--- src/rtl/grp_ok_mgr.sv ---
module grp_ok_mgr #(
  parameter int NGRP      = 4,
  parameter int NINT      = 4,
  parameter int NAUX      = 4,
  parameter int FILT      = 4,
  parameter int PAUSE_CYC = 16
) (
  input  logic                 clk,
  input  logic                 rst_n,
  input  logic [NGRP-1:0]      ok_in,
  output logic [NGRP-1:0]      ok_pull,
  input  logic [NINT-1:0]      int_n,
  input  logic [NINT-1:0]      cfg_int_hs,
  input  logic [NINT*NGRP-1:0] cfg_int_tgt,
  input  logic [NGRP-1:0]      grp_off,
  input  logic [NGRP-1:0]      flt_clr,
  output logic [NGRP-1:0]      flt_sticky,
  input  logic [NGRP*NAUX-1:0] cfg_aux_map,
  input  logic [NAUX-1:0]      aux_en_req,
  output logic [NAUX-1:0]      aux_en,
  output logic [NGRP-1:0]      hs_prog,
  output logic [NGRP-1:0]      hs_disc
);
  localparam int NIN  = NGRP + NINT;
  localparam int FW   = $clog2(FILT + 1);
  localparam int PW   = $clog2(PAUSE_CYC + 1);
  localparam int HOLD = FILT + 4;
  localparam int HW   = $clog2(HOLD + 1);
  localparam logic [NIN-1:0] IDLE = {{NINT{1'b0}}, {NGRP{1'b1}}};

  logic [NIN-1:0]  raw, s1, s2, flt;
  logic [NGRP-1:0] ok_f, mask, flt_now, pause_grp, prog_c, rel_c;
  logic [NINT-1:0] ia, ia_q, ia_rise, ia_fall, pact;
  logic [NAUX-1:0] aux_blk;

  // synchronizer and glitch filter
  assign raw = {~int_n, ok_in};

  always_ff @(posedge clk or negedge rst_n)
    if (!rst_n) begin
      s1 <= IDLE;
      s2 <= IDLE;
    end else begin
      s1 <= raw;
      s2 <= s1;
    end

  for (genvar n = 0; n < NIN; n++) begin : g_filt
    logic [FW-1:0] cnt;
    always_ff @(posedge clk or negedge rst_n)
      if (!rst_n) begin
        cnt    <= '0;
        flt[n] <= IDLE[n];
      end else if (s2[n] == flt[n]) begin
        cnt <= '0;
      end else if (cnt == FW'(FILT - 1)) begin
        cnt    <= '0;
        flt[n] <= s2[n];
      end else begin
        cnt <= cnt + 1'b1;
      end
  end

  assign ok_f = flt[NGRP-1:0];
  assign ia   = flt[NIN-1:NGRP];

  always_ff @(posedge clk or negedge rst_n)
    if (!rst_n) ia_q <= '0;
    else        ia_q <= ia;

  assign ia_rise = ia & ~ia_q;
  assign ia_fall = ~ia & ia_q;

  // pause timers, one per interrupt
  for (genvar i = 0; i < NINT; i++) begin : g_pause
    logic [PW-1:0] pcnt;
    always_ff @(posedge clk or negedge rst_n)
      if (!rst_n)                           pcnt <= '0;
      else if (ia_rise[i] && !cfg_int_hs[i]) pcnt <= PW'(PAUSE_CYC);
      else if (pcnt != '0)                  pcnt <= pcnt - 1'b1;
    assign pact[i] = (pcnt != '0);
  end

  always_comb begin
    pause_grp = '0;
    prog_c    = '0;
    rel_c     = '0;
    for (int i = 0; i < NINT; i++)
      for (int g = 0; g < NGRP; g++)
        if (cfg_int_tgt[i*NGRP+g]) begin
          if (pact[i])                    pause_grp[g] = 1'b1;
          if (ia_rise[i] && cfg_int_hs[i]) prog_c[g]    = 1'b1;
          if (ia_fall[i] && cfg_int_hs[i]) rel_c[g]     = 1'b1;
        end
  end

  assign ok_pull = grp_off | pause_grp;

  // self-masking with holdoff after release
  for (genvar g = 0; g < NGRP; g++) begin : g_hold
    logic [HW-1:0] hcnt;
    always_ff @(posedge clk or negedge rst_n)
      if (!rst_n)           hcnt <= '0;
      else if (ok_pull[g])  hcnt <= HW'(HOLD);
      else if (hcnt != '0)  hcnt <= hcnt - 1'b1;
    assign mask[g] = ok_pull[g] | (hcnt != '0);
  end

  assign flt_now = ~ok_f & ~mask;

  always_ff @(posedge clk or negedge rst_n)
    if (!rst_n) begin
      flt_sticky <= '0;
      hs_prog    <= '0;
      hs_disc    <= '0;
    end else begin
      flt_sticky <= (flt_sticky & ~flt_clr) | flt_now;
      hs_prog    <= prog_c;
      hs_disc    <= (hs_disc | rel_c) & ~prog_c;
    end

  // fault routing to auxiliary enables
  always_comb begin
    aux_blk = '0;
    for (int g = 0; g < NGRP; g++)
      for (int a = 0; a < NAUX; a++)
        if (flt_sticky[g] && cfg_aux_map[g*NAUX+a]) aux_blk[a] = 1'b1;
  end

  assign aux_en = aux_en_req & ~aux_blk;

  p_sticky_hold_r3: assert property (@(posedge clk) disable iff (!rst_n)
    1'b1 |=> ((($past(flt_sticky) & ~$past(flt_clr)) & ~flt_sticky) == '0));

  p_no_self_fault_r5: assert property (@(posedge clk) disable iff (!rst_n)
    1'b1 |=> (((flt_sticky & ~$past(flt_sticky)) & $past(ok_pull)) == '0));

  p_prog_disc_excl_r8: assert property (@(posedge clk) disable iff (!rst_n)
    (hs_prog & hs_disc) == '0);

  p_aux_subset_r9: assert property (@(posedge clk) disable iff (!rst_n)
    (aux_en & ~aux_en_req) == '0);

  p_off_pulls_r4: assert property (@(posedge clk) disable iff (!rst_n)
    (grp_off & ~ok_pull) == '0);
endmodule

--- config.mk ---
export PLATFORM = sky130hd
export DESIGN_NAME = grp_ok_mgr
export DESIGN_NICKNAME = d
export VERILOG_FILES = /design/src/rtl/grp_ok_mgr.sv
export SDC_FILE = /design/constraint.sdc
export NUM_CORES = 1
export LEC_CHECK = 0
export CORE_UTILIZATION = 57
export CTS_CLUSTER_DIAMETER = 60
export DETAILED_ROUTE_END_ITERATION = 8
export PLACE_DENSITY = 0.94
export SYNTH_ARGS = -nofsm -noshare
export SYNTH_HDL_FRONTEND = slang
export SYNTH_SLANG_ARGS = --single-unit
--- constraint.sdc ---
create_clock -name clk -period 4.45 [get_ports clk]
set_clock_uncertainty 0.1 [all_clocks]
set_input_delay 0.89 -clock clk [delete_from_list [all_inputs] [get_ports clk]]
set_output_delay 0.89 -clock clk [all_outputs]
set_load 0.05 [all_outputs]
Word level (Yosys, flattened, before mapping). Index checks and enable logic that the tools add are counted.

Register bits after elaboration: 100. Output and inout port bits: 20. Input port bits: 58.

Bitwise operators: 29. Add/sub/neg operators: 16. Equality and inequality tests: 16. Reductions and logical operators: 56. Mux-type cells: 135.

Operators by type and width (count): 1-bit two-way mux (103); 3-bit two-way mux (16); 5-bit two-way mux (8); 4-bit two-way mux (8); 4-bit NOT (8); 1-bit logical AND (28); 3-bit by 1-bit adder with 3-bit output, second input constant (8); 4-bit AND (6); 3-bit by 2-bit == test with 1-bit output, second input constant (8); 5-bit nonzero test (4); 5-bit by 1-bit subtractor with 5-bit output, second input constant (4); 2-bit AND reduction (8); 2-bit nonzero test (8); 4-bit nonzero test (4); 4-bit by 1-bit subtractor with 4-bit output, second input constant (4); 4-bit bitwise OR (3); 1-bit == test (8); 1-bit NOT (8); 1-bit zero test (4); 1-bit bitwise OR (4).

Longest topological paths before layout. Gate-level depths: netlist (run 1).

Word-level depth: 14. Gate-level depth with buffers: 6. Gate-level depth less buffers: 5.

Worst setup path after synthesis (run 1). No wires, ideal clock.

Path type: flip-flop to output port. Start: register g_pause[1].pcnt[0]. End: output ok_pull[0]. Cell stages (with the launch flop): 7. Slack: 1289 ps. Buffers on the path: 1. Data arrival time: 2171 ps. Required time: 3460 ps. Cell sequence: dfrtp_1 > inv_1 > ha_1 > or4b_1 > buf_6 > a222oi_1 > nand2_1.

Word-level cells in the longest chain between the ends: 8.

Ends and longest elaborated chain: start, declared (RTL line 76) `logic [PW-1:0] pcnt;`; start signal, assigned (RTL line 79) `else if (ia_rise[i] && !cfg_int_hs[i]) pcnt <= PW'(PAUSE_CYC);`; start signal, assigned (RTL line 80) `else if (pcnt != '0) pcnt <= pcnt - 1'b1;`; 5-bit nonzero test * (RTL line 81) `assign pact[i] = (pcnt != '0);`; 1-bit two-way mux * (RTL line 91) `if (pact[i]) pause_grp[g] = 1'b1;`; 1-bit two-way mux * (RTL line 90) `if (cfg_int_tgt[i*NGRP+g]) begin`; 1-bit two-way mux (RTL line 91); 1-bit two-way mux * (RTL line 90); 1-bit two-way mux (RTL line 91); 1-bit two-way mux * (RTL line 90); 4-bit bitwise OR * (RTL line 97) `assign ok_pull = grp_off | pause_grp;`; end, declared (RTL line 11) `output logic [NGRP-1:0] ok_pull,`.

Every way passes the cells marked *; elsewhere a longest branch is shown, timed or not.

Final worst setup path (run 1). Same ends and word-level chain as after synthesis.

==> run summary, run 1 <==
Post-synthesis sequential area ratio - 55.1%
Overall Global Routing Usage - 26.7%
Worst hold path endpoint - s2[2]
CTS sink cnt - 100
Diodes inserted - 0
CTS HTree Levels - 3
# hold bufs at CTS - 0
Aggregate global routing overflow - 0
RSZ-0062 raised after global routing - no
Row cnt - 32
Crit. End Element - primary output
Required @ worst endpoint - 3460 ps
Flop pwr share - 45.4%
# DRC - 0
Total core area - 7730 um^2
Routability Congestion - 0.809
R2R depth - 6
DRT iter0 DRCs - 207
Vias per cell - 6.08
Latest clock arrival within the worst-skew pair - 380 ps
Post-layout util - 73.1%
Comb power frac - 36.1%
Post-DP HPWL - 7.42 mm
Largest net degree at the start of global routing - 83
Switching share of power - 37.3%
Die height - 91.5 um
Most used DFF post-synth - dfrtp_1
Final hold vios - 0
Status - finished, final reports clean
WL/cell - 17.7 um
Min-delay worst type - flop to flop
# IOs - 78
Power, Total - 3160 uW
IO buf count - 77
Hold WS - 260 ps
Post-Syn Area - 4570 um^2
Worst Path Arrival - 3230 ps
Worst-Margin Slew - 991 ps
Net count after synthesis - 472
Critical Path Start Type - flop
RR Endpoint - g_hold[0].hcnt[1]
Synth unique cells - 39
Net switching power - 1180 uW
Initial core utilization - 59.1%
CP max stage delay - 710 ps
CTS clock-pin slew for the worst setup and hold paths - 80 ps
Yosys warning count - 0
Die width - 91.5 um
Area Overhead vs Synth - 23.6%
MaxCap Viol Count - 0
Final net count - 557
CTS Buf Count - 9
Mapped Cells - 394
Top achievable clock speed - 0.237 GHz
CP max-delay cell - clkdlybuf4s50_1
#FFs+latches synth - 100
Critical path cell sequence - inv_1 > ha_1 > or4b_1 > a222oi_1 > buf_4 > nand2_1 > clkdlybuf4s50_1
Fill count - 520
Die Area - 8380 um^2
Synth async-reset ratio - 100%
R2R setup slack - 2060 ps
Via count - 3562
Proportion of layout cells with a drive suffix above 1 - 9.09%
CTS max path bufs - 2
Worst-case vdd ir drop - 0.353 mV
Post-Route WL - 10.4 mm
Internal - 1980 uW
Total iterations of the first detailed-routing run - 5
R2R Path Start - g_pause[1].pcnt[0]
Final Max Slew Viols - 0
Pwr per Cell Area - 559 nW/um^2
Final ANT Viol Nets - 0
Worst hold path stage count - 0
Synthesized area per cell - 11.6 um^2
Slew Limit Headroom - 34.0%
Sum Neg Setup Slack - 0 ps
Crit path max fanout - 9
EDFF count, synth - 0
Vias in the first global route - 3710
Final min period - 4220 ps
Clk Tree Root Cell - clkbuf_8
Antenna violations before repair - 0
Setup violators final - 0
First-pass GRT wire length - 17.1 mm
Pleak - 0.00249 uW
CTS tree - built
Final worst-path cycle share - 94.8%
Kind of critical path - flop to primary output
HP Start - s1[2]
Clock power share - 18.5%
==> cell usage after synthesis (3+ instances only) <==
library cell | number | area [um^2]
nor3b_1 | 21 | 158
xnor2_1 | 18 | 158
clkbuf_1 | 5 | 18.8
ha_1 | 20 | 250
mux2i_1 | 9 | 90.1
dfrtp_1 | 88 | 2200
nor2_1 | 20 | 75.1
mux2_2 | 8 | 90.1
nand2b_1 | 6 | 37.5
dfstp_2 | 12 | 315
and3_1 | 18 | 113
nor2b_1 | 12 | 75.1
nand3b_1 | 9 | 67.6
o21ai_0 | 3 | 15.0
nand4b_1 | 16 | 140
a211oi_1 | 4 | 30.0
nand2_1 | 15 | 56.3
nand3_1 | 4 | 20.0
nand4_1 | 4 | 25.0
nor3_1 | 18 | 90.1
a31oi_1 | 4 | 25.0
a21oi_1 | 14 | 70.1
or4b_1 | 4 | 40.0
and3b_1 | 4 | 35.0
a222oi_1 | 8 | 80.1
inv_1 | 26 | 97.6
a22oi_1 | 4 | 30.0
==> logic make-up (layout without fill, tap and decap cells) <==
logic type               Yosys count  after routing  synth area share, %
XOR/XNOR                          18             18                 3.45
buffers and inverters             36            126                 3.31
multiplexers                      17             17                 3.94
adder cells (fa/ha/maj)           20             20                 5.47
AND/OR/NAND/NOR                  154            154                 20.9
AO/OA/AOI/OAI                     49             49                 7.80
flip-flops                       100            100                 55.1
==> area by class of cell <==
type,instances,area [um^2],area share [%]
clock buffer,11,131,2.33
clock inverter,5,61.3,1.09
inverter,28,105,1.86
multi-input combinational,258,1900,33.7
sequential,100,2520,44.6
tap,102,128,2.26
timing repair buffer,82,806,14.3
==> per-layer routing <==
metal	global-route usage, %	share of wire, %	routed length, um
met5	0	0	0
met4	16.1	3.6	375
met3	4.77	7.1	743
met2	46.8	51	5290
met1	30.4	38	3990
==> how the worst max path moves through the flow <==
stage	startpoint	endpoint	cells past startpoint
after CTS	g_pause[0].pcnt[0]	ok_pull[1]	6
after detailed placement	g_pause[0].pcnt[0]	ok_pull[1]	6
after floorplan	g_pause[1].pcnt[0]	ok_pull[0]	6
after global placement	cfg_int_tgt[9]	ok_pull[1]	4
final	g_pause[1].pcnt[0]	ok_pull[0]	7
after global routing	g_pause[2].pcnt[0]	ok_pull[3]	7
==> power by group through the flow <==
stage	Sequential [uW]	Clock (uW)	Combinational (uW)
3_5_place_dp	1430	0	1120
3_3_place_gp	1420	0	1040
4_1_cts	1420	584	1140
5_1_grt	1470	617	1250
6_report	1430	584	1140
2_1_floorplan	1460	0	725
==> critical path, delay by kind of cell, from the launching register on <==
kind / cells / cell delay, ps
buf+inv: 3 / 1030
simple gates: 2 / 730
compound gates: 1 / 470
flops: 1 / 420
fa+ha+maj: 1 / 200
==> per-stage QoR <==
stage / cells / worst slack (ps) / instance area [um^2]
final: 586 / 230 / 5650
after global routing: 586 / 157 / 5650
after CTS: 585 / 149 / 5640
after detailed placement: 569 / 560 / 5450
after global placement: 569 / 646 / 5450
after floorplan: 394 / 1290 / 4570
==> cells in the final DEF (no fill, tap or decap), drive strengths merged, types with 8 or more instances in the layout <==
master / Yosys / final
inv: 28 / 30
nand3b: 9 / 9
a21oi: 14 / 14
xnor2: 18 / 18
mux2i: 9 / 9
and3: 18 / 18
nand4b: 16 / 16
dfstp: 12 / 12
clkbuf: 5 / 11
nand2: 15 / 15
nor3: 18 / 18
clkdlybuf4s50: 0 / 76
mux2: 8 / 8
nor3b: 21 / 21
ha: 20 / 20
a222oi: 8 / 8
nor2: 20 / 20
dfrtp: 88 / 88
nor2b: 12 / 12
==> what timing repair did <==
| item | 4_1_cts | 5_1_grt |
|---|---|---|
| endpoints found under the setup margin | 0 | 1 |
| buffers inserted | 0 | 1 |
| gates resized for setup | 0 | 0 |
==> sequential cells by signal (all words and copies together), names as in the netlist, 8 cells and up <==
| register | count |
|---|---|
| g_hold.hcnt | 16 |
| g_pause.pcnt | 20 |
| s1 | 8 |
| g_filt.cnt | 24 |
| flt | 8 |
| s2 | 8 |
Note: power is estimated with default switching activity, not from simulation.
==> run 2, diff against run 1 <==
--- a/config.mk
+++ b/config.mk
@@ -7,8 +7,10 @@
 export LEC_CHECK = 0
 export CORE_UTILIZATION = 57
 export CTS_CLUSTER_DIAMETER = 60
+export CTS_CLUSTER_SIZE = 14
 export DETAILED_ROUTE_END_ITERATION = 8
 export PLACE_DENSITY = 0.94
+export REMOVE_ABC_BUFFERS = 1
 export SYNTH_ARGS = -nofsm -noshare
 export SYNTH_HDL_FRONTEND = slang
 export SYNTH_SLANG_ARGS = --single-unit
==> run 2 against run 1 <==
Routed wire length increased by 0.66%. Sequential share of layout area about the same. Register-to-register slack lost 90 ps. Maximum frequency about the same. Final cell count up 0.17%. Sequential power hardly changed. Flip-flop and latch count stayed put. Worst hold slack got worse by 2.7 ps. Core utilization about the same. Via count down 1.9%.
==> run summary, run 2 (synthesis results as in run 1) <==
Total core area - 7730 um^2
Power, Total - 3110 uW
Die height - 91.5 um
Biggest register - g_filt.cnt
CTS Buf Count - 9
Vias per cell - 5.95
Hold WS - 257 ps
DRT iter0 DRCs - 336
Worst-Margin Slew - 703 ps
R2R Path Start - g_pause[3].pcnt[1]
Largest net degree at the start of global routing - 41
Latest clock arrival within the worst-skew pair - 360 ps
WL/cell - 17.8 um
Min-delay worst type - flop to flop
Pwr per Cell Area - 550 nW/um^2
MaxCap Viol Count - 0
Via count - 3494
Final min period - 4220 ps
Multi-input gate area - 1900 um^2
Proportion of layout cells with a drive suffix above 1 - 9.69%
Diodes inserted - 0
# DRC - 0
Commonest non-fill, non-tap cell in the layout - dfrtp_1
Top flop regs - g_filt.cnt (24), g_pause.pcnt (20), g_hold.hcnt (16)
Die width - 91.5 um
Max reg flops - 24
CTS tree - built
Crit. End Element - primary output
Final ANT Viol Nets - 0
Antenna violations before repair - 0
# hold bufs at CTS - 0
CTS resizes - 0
Die Area - 8380 um^2
Sum Neg Setup Slack - 0 ps
First-pass GRT wire length - 17.2 mm
CTS clock-pin slew for the worst setup and hold paths - 90 ps
Worst Path Arrival - 3230 ps
RSZ-0062 raised after global routing - no
Pleak - 0.00248 uW
Critical Path Start Type - flop
Post-DP HPWL - 7.77 mm
Post-Route WL - 10.5 mm
Area Overhead vs Synth - 23.7%
Final worst-path cycle share - 94.8%
CTS sink cnt - 100
Clk Tree Root Cell - clkbuf_8
Routability Congestion - 0.889
IO buf count - 77
Crit. Startpoint - g_pause[3].pcnt[1]
Kind of critical path - flop to primary output
Final Max Slew Viols - 0
CTS HTree Levels - 3
CTS max path bufs - 2
Fill count - 509
# IOs - 78
Status - finished, final reports clean
Crit path max fanout - 10
Top achievable clock speed - 0.237 GHz
Vias in the first global route - 3706
Commonest cells after routing, fill and taps aside - dfrtp_1, clkdlybuf4s50_1, inv_1, nor3b_1
Aggregate global routing overflow - 0
Initial core utilization - 59.1%
HP Start - s1[7]
Postcts setup bufs - 0
Setup violators final - 0
Worst-case vdd ir drop - 0.420 mV
Required @ worst endpoint - 3460 ps
Slew Limit Headroom - 53.1%
Row cnt - 32
Overall Global Routing Usage - 26.8%
FF+latch area - 2520 um^2
Final hold vios - 0
Total iterations of the first detailed-routing run - 5
Final net count - 558
==> run 2: worst paths after layout <==
check	to	slack, ps	cells past startpoint
worst max register to register	g_hold[1].hcnt[0]	1970	5
min in group asynchronous	s1[4]	300	1
max in group asynchronous	flt[1]	3120	2
worst min register to register	s2[7]	260	0
worst max-delay path	ok_pull[1]	230	6
worst min-delay path	s2[7]	260	0
==> run 2: layer usage <==
metal  GRT usage, %  routed length (um)
met1           29.7                3990
met2           45.9                5250
met3           5.95                 743
met4           18.0                 481
met5              0                   0
==> run 2: metrics by stage <==
stage,setup slack (ps),cells,instance area (um^2),util [%]
after floorplan,1240,386,4520,-
after global placement,632,571,5470,70.7
after detailed placement,609,571,5470,70.7
after CTS,233,587,5650,73.2
after global routing,21.0,587,5650,73.2
final,233,587,5650,73.2
==> run 2: final cells by class <==
type	count	share of cell area (%)
Sequential cell	100	44.5
Multi-Input combinational cell	258	33.6
Timing Repair Buffer	83	14.4
Clock buffer	11	2.68
Tap cell	102	2.26
Inverter	28	1.86
Clock inverter	5	0.642
==> run 2: critical path, stage by stage, from the launching register on <==
cell             delay, ps
dfrtp_1                410
inv_1                  100
ha_1                   190
or4b_1                 680
a222oi_1               650
nand2_1                100
clkdlybuf4s50_1        730
==> run 2: power by group <==
part           switching (uW)  internal [uW]
Combinational             607            533
Clock                     302            234
Sequential                250           1180
Total                    1160           1950
==> run 3, diff against run 2 <==
--- a/config.mk
+++ b/config.mk
@@ -11,6 +11,7 @@
 export DETAILED_ROUTE_END_ITERATION = 8
 export PLACE_DENSITY = 0.94
 export REMOVE_ABC_BUFFERS = 1
+export SLEW_MARGIN = 0
 export SYNTH_ARGS = -nofsm -noshare
 export SYNTH_HDL_FRONTEND = slang
 export SYNTH_SLANG_ARGS = --single-unit
==> results of run 3 <==
Same layout as run 2: the final DEF is identical, and so are final timing and power.
